`config.mk`:
```
export PLATFORM = sky130hd
export DESIGN_NAME = desc_rule_eval
export DESIGN_NICKNAME = d
export VERILOG_FILES = /design/src/rtl/dmachk_pkg.sv /design/src/rtl/desc_rule_eval.sv
export SDC_FILE = /design/constraint.sdc
export NUM_CORES = 1
export LEC_CHECK = 0
export BUFFER_PORTS_ARGS = -buffer_cell sky130_fd_sc_hd__buf_2
export CORE_AREA = 5 5 42 44
export DETAILED_ROUTE_END_ITERATION = 6
export DIE_AREA = 0 0 47 49
export PLACE_DENSITY = 0.55
export SETUP_SLACK_MARGIN = 0.2
export SLEW_MARGIN = 30
export SYNTH_ARGS = -nofsm -noshare
export SYNTH_HDL_FRONTEND = slang
export SYNTH_SLANG_ARGS = --single-unit
export TNS_END_PERCENT = 5
```
`constraint.sdc`:
```
create_clock -name vclk -period 0.92
set_clock_uncertainty 0.1 [all_clocks]
set_input_delay 0.138 -clock vclk [all_inputs]
set_output_delay 0.138 -clock vclk [all_outputs]
set_load 0.03 [all_outputs]
```
`src/rtl/dmachk_pkg.sv`:
```
package dmachk_pkg;

    localparam int CHAN_W   = 6;
    localparam int LOW_W    = 3;   // log2 of largest element (8 bytes)
    localparam int SGA_W    = 5;   // 32-byte descriptor boundary
    localparam int ITER_W   = 15;

    typedef enum logic [1:0] {
        SZ_1B = 2'd0,
        SZ_2B = 2'd1,
        SZ_4B = 2'd2,
        SZ_8B = 2'd3
    } xfer_size_e;

    typedef struct packed {
        logic dst_addr;
        logic dst_off;
        logic cnt_iter;
        logic sg_addr;
        logic src_bus;
        logic dst_bus;
    } err_flags_t;

    localparam err_flags_t NO_ERR = '0;

    function automatic logic [LOW_W-1:0] size_mask(input xfer_size_e sz);
        logic [LOW_W-1:0] m;
        case (sz)
            SZ_1B:   m = 3'b000;
            SZ_2B:   m = 3'b001;
            SZ_4B:   m = 3'b011;
            default: m = 3'b111;
        endcase
        return m;
    endfunction

    function automatic logic not_aligned(input logic [LOW_W-1:0] v, input xfer_size_e sz);
        return |(v & size_mask(sz));
    endfunction

endpackage

```
`src/rtl/desc_rule_eval.sv`:
```
module desc_rule_eval
    import dmachk_pkg::*;
#(
    parameter int ITER_BITS = ITER_W
) (
    input  logic                 chk_start,
    input  xfer_size_e           src_size,
    input  xfer_size_e           dst_size,
    input  logic [LOW_W-1:0]     dst_addr_lo,
    input  logic [LOW_W-1:0]     dst_off_lo,
    input  logic [LOW_W-1:0]     nbytes_lo,
    input  logic [ITER_BITS-1:0] cur_iter,
    input  logic                 cur_link_en,
    input  logic                 beg_link_en,
    output err_flags_t           found
);
    logic addr_bad, off_bad, cnt_bad, iter_bad;

    always_comb begin
        addr_bad = not_aligned(dst_addr_lo, dst_size);
        off_bad  = not_aligned(dst_off_lo, dst_size);
        cnt_bad  = not_aligned(nbytes_lo, src_size) | not_aligned(nbytes_lo, dst_size);
        iter_bad = (cur_iter == '0) | (cur_link_en != beg_link_en);

        found          = NO_ERR;
        found.dst_addr = chk_start & addr_bad;
        found.dst_off  = chk_start & off_bad;
        found.cnt_iter = chk_start & (cnt_bad | iter_bad);
    end
endmodule

```
# After elaboration in Yosys (flattened, before gate mapping)
# Cells that the tools add are included.
# totals
register_bits	0
input_bits	31
output_inout_bits	6
wordCells	24
# op_classes
eq_ne	5
mux	2
bitwise	10
n_reduce_logical	7
# op_table
op	count
3-bit case mux with 3 select lines	2
15-bit zero test	1
3-bit AND	4
3-bit OR reduction	4
2-bit by 1-bit equality test with 1-bit output, second input constant	2
2-bit equality test, second input constant	2
2-bit zero test	2
1-bit AND	3
1-bit bitwise OR	3
1-bit inequality test	1

# Logic depth before layout (Yosys ltp)
# depth
depth_word	7
mapped_depth	3

# Least setup slack after synthesis
# No wires, ideal clock.
# synth_path
kind	input port to output port
from	input port cur_iter[6]
to	output port found[3] (netlist name)
arrival_ns	1.087
required_ns	0.682
slack_ns	-0.405
path_stages	3
path_cell_list	nor4_2 > nand4_1 > a41oi_1
# synth_lines
element	line_no	text
start, declared	desc_rule_eval.sv:12	input logic [ITER_BITS-1:0] cur_iter,
end, declared	desc_rule_eval.sv:15	output err_flags_t found

==> flow_metrics.env <==
export IMPL_avgSynthCellArea_um2=7.01
export IMPL_slew_violations=0
export IMPL_drt_iter0_markers=1
export IMPL_rows=14
export IMPL_drv_cap=0
export IMPL_antenna_found_initial=0
export IMPL_p_leak_nw=0.232
export IMPL_power_density_nw_per_um2=470
export IMPL_vias=313
export IMPL_track_usage_pct=5.61
export IMPL_crit_fanout=1
export IMPL_fillers=155
export IMPL_fmax_mhz=799
export IMPL_place_congestion=0.623
export IMPL_die_y_um=49
export IMPL_vias_per_cell=4.06
export IMPL_synth_cell_area_um2=175
export IMPL_port_buffer_count=34
export IMPL_yosysWarnings=0
export IMPL_cp_start_kind="input pin"
export IMPL_whs_endpoint="found[3]"
export IMPL_regArea_um2=0
export IMPL_ys_types=14
export IMPL_finalHoldViolations=0
export IMPL_seq_cells=0
export IMPL_hp_class="input pin to output pin"
export IMPL_diodes=0
export IMPL_dp_cells=77
export IMPL_hold_depth=4
export IMPL_detail_route_wl_per_cell_um=9.87
export IMPL_critical_path_required_ns=0.68
export IMPL_seq_area_frac_synth_pct=0
export IMPL_fin_cells=77
export IMPL_drtPass1Iterations=2
export IMPL_end_kind="output pin"
export IMPL_grt_pass1_vias=279
export IMPL_core_um2=1400
export IMPL_syn2layout_area_growth_pct=158
export IMPL_grt_setup_unrepaired="true"
export IMPL_drc_errors=0
export IMPL_drive_gt1_share_pct=68.9
export IMPL_min_from="chk_start"
export IMPL_violations="setup timing"
export IMPL_n_clock_buffer=0
export IMPL_finalWorstSetupSlack_ns=-0.332
export IMPL_status="complete, but fails checks"
export IMPL_dp_hpwl_um=716
export IMPL_grt_first_pass_wirelength_mm=1.03
export IMPL_ioPinCount=37
export IMPL_initial_core_util_pct=12.5
export IMPL_synthCells=25
export IMPL_dieArea_um2=2300
export IMPL_grt_max_degree=5
export IMPL_peakVddDrop_mv=0.175
export IMPL_finalCritPeriodShare_pct=136
export IMPL_postCtsHoldBufs=0
export IMPL_cts_setup_buffers=0
export IMPL_min_period_ns=1.25
export IMPL_die_w_um=47
export IMPL_grt_overflow_total=0
export IMPL_nets=94
export IMPL_worstPathArrival_ns=1.01
export IMPL_critPathKind="input pin to output pin"
export IMPL_holdWs_ns=0.579
export IMPL_wl_um=760
export IMPL_ant_nets=0
export IMPL_finalSetupViolations=3
==> cell usage after synthesis <==
library cell  n  share of area (%)
a41oi_1       1                5.0
buf_4         3                 13
conb_1        1                2.1
a22oi_1       1                4.3
o21ai_0       3                8.6
nand4_1       1                3.6
a21oi_1       2                5.7
a221oi_1      1                5.0
nand2_1       2                4.3
nor3_1        1                2.9
nor4_2        3                 21
xor2_1        1                5.0
inv_1         1                2.1
a21o_1        4                 17
==> final cells by class <==
class	instances	area [um^2]	share of cell area (%)
inverter	1	3.75	0.831
multi-input combinational	23	199	44.0
tap	16	20.0	4.43
timing repair buffer	37	229	50.7
==> report_power, final <==
group	switching [mW]	internal (mW)	total, mW	leakage, nW
clock network	0	0	0	0
logic	0.104	0.109	0.212	0.232
registers	0	0	0	0
==> through the flow <==
stage | setup WS, ns | power (mW) | setup TNS [ns] | area [um^2] | utilization [%]
finish | -0.332 | 0.212 | -0.538 | 452 | 32.2
global route | -0.367 | 0.229 | -0.656 | 452 | 32.2
CTS | -0.328 | 0.215 | -0.549 | 452 | 32.2
detailed placement | -0.398 | 0.195 | -0.693 | 415 | 29.6
global placement | -0.386 | 0.193 | -0.685 | 415 | 29.6
floorplan | -0.135 | 0.0959 | -0.279 | 225 | -
==> cells by family (layout without fill, tap and decap cells) <==
kind of cell / Yosys count / in the layout / share of synthesized area, %
and+or+nand+nor: 7 / 7 / 32.1
buffers and inverters: 4 / 38 / 15.0
xor gates and xnor gates: 1 / 1 / 5.00
other: 1 / 3 / 2.14
AOI/OAI and AO/OA: 12 / 12 / 45.7
==> layout by cell type (no fill, tap or decap), types with 2 or more instances in the layout <==
master | synthesis | layout
nor4_4 | 0 | 2
buf_6 | 0 | 5
a21o_1 | 4 | 4
o21ai_0 | 3 | 3
conb_1 | 1 | 3
buf_2 | 0 | 27
buf_4 | 3 | 5
a21oi_1 | 2 | 2
nand2_1 | 2 | 2
==> worst max path at each step <==
stage	startpoint	endpoint	slack [ns]	cells past startpoint
floorplan	cur_iter[6]	found[3]	-0.13	3
global placement	cur_iter[1]	found[3]	-0.39	5
detailed placement	cur_iter[1]	found[3]	-0.40	5
CTS	cur_iter[1]	found[3]	-0.33	5
global route	cur_iter[9]	found[3]	-0.37	5
finish	cur_iter[1]	found[3]	-0.33	5
==> per-layer routing <==
layer / part of all wire [%] / GRT usage [%]
met1: 33 / 6.52
met2: 50 / 11.3
met3: 16 / 0
met4: 0 / 0
met5: 0 / 0
==> worst max-delay path, stage by stage <==
cell,delay [ns]
buf_6,0.09
nor4_4,0.26
nand4_1,0.19
a41oi_4,0.17
buf_6,0.15
==> what timing repair did <==
action / 4_1_cts / 5_1_grt
endpoints found under the setup margin: 3 / 3
gates resized for setup: 9 / 0
pin swaps: 3 / 0
No activity file was read; power rests on OpenSTA's default activity.
